`src/rtl/ep0_csr_pkg.sv`:
```
package ep0_csr_pkg;

    localparam int unsigned CSR_W = 6;

    typedef enum logic [1:0] {
        HS_ACK   = 2'd0,
        HS_NAK   = 2'd1,
        HS_STALL = 2'd2
    } hs_e;

    typedef struct packed {
        logic out_stall;
        logic out_nak;
        logic out_tgl;
        logic in_stall;
        logic in_nak;
        logic in_tgl;
    } csr_t;

    localparam csr_t CSR_RESET = '{out_stall: 1'b0, out_nak: 1'b0, out_tgl: 1'b0,
                                   in_stall: 1'b0, in_nak: 1'b1, in_tgl: 1'b0};

endpackage

```
`src/rtl/ep0_hs_sel.sv`:
```
module ep0_hs_sel
    import ep0_csr_pkg::*;
(
    input  logic stall,
    input  logic nak,
    output hs_e  hs
);
    always_comb begin
        if (stall) begin
            hs = HS_STALL;
        end else if (nak) begin
            hs = HS_NAK;
        end else begin
            hs = HS_ACK;
        end
    end
endmodule

```
`src/rtl/ep0_hw_update.sv`:
```
module ep0_hw_update
    import ep0_csr_pkg::*;
(
    input  csr_t cur,
    input  logic setup,
    input  logic out_ok,
    input  logic in_ack,
    output csr_t nxt
);
    always_comb begin
        nxt = cur;
        if (setup) begin
            nxt.out_stall = 1'b0;
            nxt.in_stall  = 1'b0;
            nxt.out_tgl   = 1'b1;
        end else if (out_ok) begin
            nxt.out_tgl = ~cur.out_tgl;
            nxt.out_nak = 1'b1;
        end
        if (in_ack) begin
            nxt.in_tgl = ~cur.in_tgl;
        end
    end
endmodule

```
`src/rtl/ep0_sw_toggle.sv`:
```
module ep0_sw_toggle
    import ep0_csr_pkg::*;
(
    input  csr_t             base,
    input  logic             hit,
    input  logic [CSR_W-1:0] flip,
    output csr_t             res
);
    logic [CSR_W-1:0] base_v;
    logic [CSR_W-1:0] res_v;

    assign base_v = base;

    for (genvar b = 0; b < CSR_W; b++) begin : g_bit
        assign res_v[b] = base_v[b] ^ (hit & flip[b]);
    end

    assign res = csr_t'(res_v);
endmodule

```
`src/rtl/ep0_csr.sv`:
```
module ep0_csr
    import ep0_csr_pkg::*;
#(
    parameter int unsigned ADDR_W   = 12,
    parameter int unsigned DATA_W   = 32,
    parameter logic [11:0] CSR_ADDR = 12'h014
) (
    input  logic              clk,
    input  logic              rst_n,
    input  logic [ADDR_W-1:0] bus_addr,
    input  logic [DATA_W-1:0] bus_wdata,
    input  logic              bus_we,
    output logic [DATA_W-1:0] bus_rdata,
    input  logic              setup_evt,
    input  logic              out_pkt_evt,
    input  logic              out_pkt_pid1,
    output logic [1:0]        out_hs,
    output logic              out_keep,
    input  logic              in_ack_evt,
    output logic [1:0]        in_hs,
    output logic              in_pid1
);
    localparam logic [ADDR_W-1:0] SEL_ADDR = ADDR_W'(CSR_ADDR);
    localparam int unsigned       PAD_W    = DATA_W - CSR_W;
    localparam int unsigned       N_DIR    = 2;

    typedef struct packed {
        csr_t flags;
    } state_t;

    state_t st_d, st_q;

    logic       addr_hit;
    logic       wr_hit;
    logic       out_ok;
    csr_t       after_hw;
    csr_t       after_sw;
    logic [CSR_W-1:0] csr_bits;
    logic       unused_wdata;

    logic [N_DIR-1:0] dir_stall;
    logic [N_DIR-1:0] dir_nak;
    hs_e              dir_hs [N_DIR];

    assign csr_bits = st_q.flags;
    assign addr_hit = (bus_addr == SEL_ADDR);
    assign wr_hit   = bus_we & addr_hit;
    assign unused_wdata = ^bus_wdata[DATA_W-1:CSR_W];

    assign dir_stall[0] = st_q.flags.out_stall;
    assign dir_nak[0]   = st_q.flags.out_nak;
    assign dir_stall[1] = st_q.flags.in_stall;
    assign dir_nak[1]   = st_q.flags.in_nak;

    for (genvar d = 0; d < N_DIR; d++) begin : g_dir
        ep0_hs_sel u_hs (
            .stall (dir_stall[d]),
            .nak   (dir_nak[d]),
            .hs    (dir_hs[d])
        );
    end

    assign out_ok = out_pkt_evt & ~setup_evt & (dir_hs[0] == HS_ACK)
                  & (out_pkt_pid1 == st_q.flags.out_tgl);

    ep0_hw_update u_hw (
        .cur    (st_q.flags),
        .setup  (setup_evt),
        .out_ok (out_ok),
        .in_ack (in_ack_evt),
        .nxt    (after_hw)
    );

    ep0_sw_toggle u_sw (
        .base (after_hw),
        .hit  (wr_hit),
        .flip (bus_wdata[CSR_W-1:0]),
        .res  (after_sw)
    );

    always_comb begin
        st_d       = st_q;
        st_d.flags = after_sw;
    end

    always_ff @(posedge clk or negedge rst_n) begin
        if (!rst_n) begin
            st_q.flags <= CSR_RESET;
        end else begin
            st_q <= st_d;
        end
    end

    assign bus_rdata = addr_hit ? {{PAD_W{1'b0}}, csr_bits} : '0;
    assign out_hs    = dir_hs[0];
    assign in_hs     = dir_hs[1];
    assign out_keep  = out_ok;
    assign in_pid1   = st_q.flags.in_tgl;
endmodule

```
`config.mk`:
```
export PLATFORM = sky130hd
export DESIGN_NAME = ep0_csr
export DESIGN_NICKNAME = d
export VERILOG_FILES = /design/src/rtl/ep0_csr_pkg.sv /design/src/rtl/ep0_hs_sel.sv /design/src/rtl/ep0_hw_update.sv /design/src/rtl/ep0_sw_toggle.sv /design/src/rtl/ep0_csr.sv
export SDC_FILE = /design/constraint.sdc
export NUM_CORES = 1
export LEC_CHECK = 0
export BUFFER_PORTS_ARGS = -buffer_cell sky130_fd_sc_hd__buf_2
export CAP_MARGIN = 20
export CORE_ASPECT_RATIO = 0.75
export CORE_MARGIN = 8
export CORE_UTILIZATION = 30
export CTS_CLUSTER_DIAMETER = 200
export DETAILED_ROUTE_END_ITERATION = 12
export PLACE_DENSITY = 0.88
export RECOVER_POWER = 25
export SYNTH_ARGS = -nofsm -noshare
export SYNTH_HDL_FRONTEND = slang
export SYNTH_SLANG_ARGS = --single-unit
```
`constraint.sdc`:
```
create_clock -name clk -period 1.2 [get_ports clk]
set_clock_uncertainty 0.1 [all_clocks]
set_input_delay 0 -clock clk [delete_from_list [all_inputs] [get_ports clk]]
set_output_delay 0 -clock clk [all_outputs]
set_load 0.1 [all_outputs]
```
# --- Word level (Yosys, flattened, before mapping) ---
# Cells that the tools add are included.
word_totals:
  reg_bits: 6
  input_bits: 51
  out_inout_bits: 38
  word_cells: 39
classes:
  eq_ne: 2
  mux: 11
  bitwise: 19
  n_reduce_logical: 1
op_table:
  columns: ["operator", "n"]
  rows:
  - ["$eq 12x5->1 const B", 1]
  - ["$and 1x1->1", 10]
  - ["$mux 1", 7]
  - ["$mux 2", 3]
  - ["$mux 6", 1]
  - ["$xor 1x1->1", 6]
  - ["$not 1->1", 3]
  - ["$logic_not 2->1", 1]
  - ["$eq 1x1->1", 1]

# --- Longest topological paths before layout ---
# Gate-level depths: netlist (run 1).
logic_depth:
  depth_word: 8
  mapped_depth: 4
  mapped_depth_nobuf: 3

# --- Hierarchy ---
# Synthesis (run 1) repeated with hierarchy kept, for this count alone.
unflattened:
  hier_cells: 78
  area_unflattened_um2: 691.9
by_module_without_submodules:
  columns: ["module", "instances", "cells_each", "area_per_inst_um2", "seq_area_each_um2"]
  rows:
  - ["ep0_csr", 1, 54, 520.5, 151.4]
  - ["ep0_sw_toggle", 1, 12, 75.1, 0.0]
  - ["ep0_hw_update", 1, 8, 53.8, 0.0]
  - ["ep0_hs_sel", 2, 2, 21.3, 0.0]

# --- Worst setup path before layout (run 1) ---
# Ideal clock, no wire load.
synth_timing:
  path_type: "in2out"
  start: "input bus_addr[0]"
  end: "output bus_rdata[4]"
  arrival_ns: 3.621
  required_ns: 1.100
  setup_slack_ns: -2.521
  path_stages: 3
  n_path_buf: 1
  path_cell_list: "or4b_1 > buf_6 > nor4_1"
synth_between:
  elab_chain_len: 2
synth_lines:
  columns: ["item", "line_no", "rtl"]
  rows:
  - ["start: declaration", "ep0_csr.sv:10", "input logic [ADDR_W-1:0] bus_addr,"]
  - ["$eq 12x5->1", "ep0_csr.sv:46", "assign addr_hit = (bus_addr == SEL_ADDR);"]
  - ["$mux 6", "ep0_csr.sv:94", "assign bus_rdata = addr_hit ? {{PAD_W{1'b0}}, csr_bits} : '0;"]
  - ["end: declaration", "ep0_csr.sv:13", "output logic [DATA_W-1:0] bus_rdata,"]
# Every way passes these cells.

# --- Worst setup path after layout (run 1) ---
layout_timing:
  start: "register st_q (netlist bit csr_bits[3])"
  end: "output out_keep"
layout_between:
  elab_chain_len: 2
layout_lines:
  columns: ["item", "line_no", "rtl"]
  rows:
  - ["start: declaration", "ep0_csr.sv:31", "state_t st_d, st_q;"]
  - ["start signal: assignment", "ep0_csr.sv:90", "st_q <= st_d;"]
  - ["$eq 1x1->1", "ep0_csr.sv:64", "& (out_pkt_pid1 == st_q.flags.out_tgl);"]
  - ["$and 1x1->1", "ep0_csr.sv:64", null]
  - ["end: declaration", "ep0_csr.sv:18", "output logic out_keep,"]
# Every way passes these cells.

==> flow_summary.ini, run 1 <==
[global_routing]
grt_pass1_wl_mm = 3.39
groute.usage.overall_pct = 10.2
grt-ovfl-total = 0
antenna_found_initial = 0
grt_max_degree = 8
grt_pass1_vias = 754

[pwr]
p_leak_nw = 0.639
peakVddDrop_mv = 0.366
power_per_cell_area_mw_per_mm2 = 893

[finish]
drive_gt1_share_pct = 58.8
layout_common_cells = conb_1, buf_2, buf_12
insertedDiodeCount = 0
final_cells = 165
layout_commonest_cell = conb_1
fillers = 215
stdcell_area_mm2 = 0.00133
fin_util_pct = 56.5
ff_latch_area_um2 = 153
nets = 183
multi_input_area_um2 = 551
syn2layout_area_growth_pct = 74.8

[worst_setup_path]
regToRegSetupSlack_ns = -0.12
cp.required_ns = 1.10
worst-endpoint-arrival_ns = 1.34
cp_max_fo = 2
crit_path_end_kind = primary output
critPathKind = reg2out
r2r_cells = 3
start_kind = flip-flop

[sta]
post-route-period-util_pct = 120
hold_viol_final = 0
rsz0062_at_grt = true
setup_ws_ns = -0.241
maxClockFrequency_ghz = 0.694
drv_slew = 0
final.min_clock_period_ns = 1.44
finalSetupViolations = 15

[synthesis]
syn_inst = 80
syn_area_um2 = 758
ys_seq_area_share_pct = 20.0
yosys_warnings = 0
ys_types = 22
synth-seq-cells = 6
postSynthAreaPerCell_um2 = 9.48

[outcome]
violations = negative setup slack
run_status = finished with violations

[cts]
clockRootBuffer = clkbuf_4
worstSkewPairLatency_ns = 0.24
h-tree-depth = 1
cts_inserted_buffers = 3
clockBufferDepth = 2
clkTransAtPathRegs_ns = 0.04
cts_tree = done
cts_sinks = 6

[placement]
hpwl_mm = 1.85
postPlaceCellArea_mm2 = 0.00116
dp.cells = 154
place_ws_ns = -0.357
portBuffers = 36
gp_congestion = 0.737

[detailed_routing]
totalWireLength_mm = 2.09
vias = 659
drc_errors = 0
ant_nets = 0
via_per_inst = 3.99
drt_iter0_drc = 11
drt_pass1_iterations = 3
avgRoutedWirePerCell_um = 12.7

[floorplan]
io_pins = 89
rows = 15
start_util_pct = 32.3
die_w_um = 74.1
core_area_mm2 = 0.00235
die-area_mm2 = 0.00441
die_h_um = 59.5

[hold_path]
hold-path-cell-count = 4
hp-class = in2reg

[flow_run]
cap_violations = 0
## cells by family (layout without fill, tap and decap cells)
| family | count (synthesis) | count (layout) | synth area share, % |
|---|---|---|---|
| simple gates | 31 | 31 | 36.6 |
| xor+xnor | 8 | 8 | 9.24 |
| flops | 6 | 6 | 20.0 |
| other cells | 1 | 26 | 0.495 |
| mux | 1 | 1 | 1.32 |
| compound gates | 1 | 1 | 0.990 |
| buf+inv | 32 | 58 | 31.4 |
## stage by stage
step | TNS, ns | power [W] | hold WS (ns)
detailed placement | -3.67 | 0.000953 | -0.271
CTS | -2.03 | 0.00118 | 0.0142
finish | -2.08 | 0.00118 | 0.0474
global route | -2.88 | 0.00123 | 0.0593
floorplan | -2.74 | 0.000865 | -0.396
global placement | -3.35 | 0.000942 | -0.274
## worst max-delay path: stages (launching register included)
cell	delay, ns
dfrtp_1	0.38
xor2_1	0.18
buf_4	0.14
nor4_4	0.18
buf_12	0.21
## routing by layer
layer	vias to the layer above	global-route usage (%)	share of wire (%)
met2	43	17.9	52
met1	301	9.86	34
met4	0	7.93	1.3
li1	313	-	-
met5	-	0	0
met3	2	3.21	13
## final cells by class
type / count / share of cell area [%]
multi-input cells: 67 / 41.5
repair buffers: 53 / 41.5
flip-flops and latches: 6 / 11.5
well taps: 34 / 3.21
clock buffers: 4 / 1.98
inverters: 1 / 0.283
## registers in the layout, summed over array words and instances, names as in the netlist
signal	count
csr_bits	5
in_pid1	1
## what timing repair did
action                                  in CTS  in global routing
cloned                                       0                  0
pin swaps                                    6                  7
endpoints found under the hold margin        7                  0
setup buffers                                3                  4
endpoints found under the setup margin      15                 15
gates resized for setup                     12                  7
hold buffers                                 2                  0
## report_power, final
part           leakage [nW]  switching (W)  internal, W
clock                0.0150      0.0000755     0.000126
sequential           0.0664      0.0000285     0.000224
combinational         0.557       0.000572     0.000157
total                 0.639       0.000676     0.000507
## synthesized netlist by cell type, drive strengths merged
| library cell | n | area [um^2] |
|---|---|---|
| and2 | 5 | 31.3 |
| buf | 31 | 234 |
| conb | 1 | 3.75 |
| dfrtp | 5 | 125 |
| dfstp | 1 | 26.3 |
| inv | 1 | 3.75 |
| mux2i | 1 | 10.0 |
| nand2 | 6 | 22.5 |
| nand2b | 3 | 18.8 |
| nor2 | 2 | 7.51 |
| nor2b | 2 | 12.5 |
| nor3 | 1 | 10.0 |
| nor3b | 1 | 7.51 |
| nor4 | 8 | 140 |
| o31ai | 1 | 7.51 |
| or4 | 1 | 7.51 |
| or4b | 2 | 20.0 |
| xnor2 | 4 | 35.0 |
| xor2 | 4 | 35.0 |
## path summary, 6_finish.rpt
path	startpoint	end
worst max register to register	csr_bits[5]	csr_bits[4]
max in group asynchronous	rst_n	csr_bits[1]
worst max-delay path	csr_bits[3]	out_keep
worst min-delay path	bus_wdata[1]	csr_bits[1]
min in group asynchronous	rst_n	csr_bits[5]
worst min register to register	csr_bits[1]	csr_bits[1]
No activity file was read; power rests on OpenSTA's default activity.
==> run 2, diff against run 1 <==
PLACE_DENSITY = 0.77   (was 0.88)
==> run 2 against run 1 <==
Net effect:
- the flow still finishes with violations (negative setup slack)
- first-iteration DRC count increased by 18%
- worst setup slack got worse by 0.019 ns
- register-to-register slack about the same
- sequential cell count unchanged
- core utilization increased by 3.6 points
- sequential share of layout area decreased by 0.70 points
- critical path depth increased by 2
- count of clock-buffer cells in the layout unchanged
- clock power decreased by 4%
- maximum frequency decreased by 1.3%
- sequential power about the same
- hold slack improved by 0.0044 ns
- critical path type is now in2out
- highest routed layer unchanged
==> flow_summary.ini, run 2 (synthesis gave the netlist of run 1 again) <==
[detailed_routing]
drc_errors = 0
totalWireLength_mm = 2.09
vias = 669
avgRoutedWirePerCell_um = 12.3
via_per_inst = 3.96
ant_nets = 0
drt_iter0_drc = 13
drt_pass1_iterations = 4

[finish]
nets = 187
drive_gt1_share_pct = 60.0
syn2layout_area_growth_pct = 86.0
largest_reg_flops = 5
layout_common_cells = conb_1, buf_2, buf_12, buf_6, nor4_4
fin_util_pct = 60.1
layout_commonest_cell = conb_1
insertedDiodeCount = 0
final_cells = 169
multi_input_area_um2 = 551
fillers = 199
ff_latch_area_um2 = 153

[worst_setup_path]
cp.required_ns = 1.10
start_kind = input pin
cp_max_fo = 7
worst-endpoint-arrival_ns = 1.36
critPathKind = in2out
crit_path_end_kind = primary output

[sta]
hold_viol_final = 0
finalSetupViolations = 15
setup_ws_ns = -0.260
drv_slew = 0
maxClockFrequency_ghz = 0.685
tns_ns = -2.17
post-route-period-util_pct = 122
final.min_clock_period_ns = 1.46
rsz0062_at_grt = true
hold_slack_ns = 0.0518

[pwr]
power_per_cell_area_mw_per_mm2 = 837
peakVddDrop_mv = 0.593
p_leak_nw = 0.681

[placement]
portBuffers = 36
gp_congestion = 0.786
hpwl_mm = 1.71
dp.cells = 154

[floorplan]
start_util_pct = 32.3
rows = 15
io_pins = 89
die-area_mm2 = 0.00441
die_w_um = 74.1
die_h_um = 59.5
core_area_mm2 = 0.00235

[cts]
cts_inserted_buffers = 3
clockBufferDepth = 2
clkTransAtPathRegs_ns = 0.04
clockRootBuffer = clkbuf_4
worstSkewPairLatency_ns = 0.24
h-tree-depth = 1
cts_sinks = 6
cts_tree = done

[flow_run]
cap_violations = 0

[global_routing]
grt_max_degree = 8
grt_pass1_wl_mm = 3.24
antenna_found_initial = 0
grt-ovfl-total = 0
groute.usage.overall_pct = 9.44
grt_pass1_vias = 708

[hold_path]
hp-class = in2reg

[outcome]
violations = negative setup slack
run_status = finished with violations
## run 2: changes by cell type in the layout (fill, tap and decap cells not counted)
cell	previous run	this run
buf_12	13	16
buf_6	8	10
buf_2	20	19
buf_4	8	7
buf_8	1	2
## run 2: critical path: stages
cell    delay [ns]
buf_6         0.09
or4_4         0.53
buf_8         0.16
nor3_4        0.21
and2_4        0.20
buf_12        0.17
## run 2: power breakdown
group / switching (W) / total [W] / internal (W)
Clock: 0.0000677 / 0.000193 / 0.000126
Combinational: 0.000566 / 0.000734 / 0.000168
Sequential: 0.0000288 / 0.000253 / 0.000225
## run 2: what timing repair did
| action | 4_1_cts | 5_1_grt |
|---|---|---|
| pin swaps | 19 | 13 |
| setup buffers | 6 | 4 |
| resized for setup | 15 | 9 |
| hold endpoints to repair | 7 | 0 |
| hold buffers | 2 | 0 |
| setup endpoints to repair | 15 | 15 |
## run 2: worst paths after layout
path	start	endpoint	slack, ns	cells after the start
setup / recovery	bus_addr[9]	bus_rdata[0]	-0.26	6
hold / removal	bus_wdata[1]	csr_bits[1]	0.05	4
setup reg to reg	csr_bits[4]	csr_bits[3]	-0.12	4
hold reg to reg	csr_bits[1]	csr_bits[1]	0.54	2
max in group asynchronous	rst_n	csr_bits[1]	0.64	2
min in group asynchronous	rst_n	csr_bits[3]	0.07	2
## run 2: layout make-up
class	count	share of cell area (%)
Inverter	1	0.266
Tap cell	34	3.02
Multi-Input combinational cell	67	39.0
Timing Repair Buffer	57	45.0
Clock buffer	4	1.86
Sequential cell	6	10.8
## run 2: metrics by stage
stage	power (W)	area [um^2]	setup slack [ns]
finish	0.00118	1410	-0.260
global route	0.00123	1410	-0.290
CTS	0.00118	1360	-0.299
detailed placement	0.000950	1190	-0.365
global placement	0.000943	1190	-0.349
floorplan	0.000865	927	-0.690
## run 2: per-layer routing
metal / global-route usage (%) / share of wire, % / wire length [um] / vias to the layer above
met5: 0 / 0 / 0 / -
met4: 5.10 / 1.0 / 21 / 0
met3: 3.21 / 14 / 292 / 2
met2: 15.1 / 45 / 948 / 47
met1: 10.8 / 39 / 823 / 300
li1: - / - / - / 320
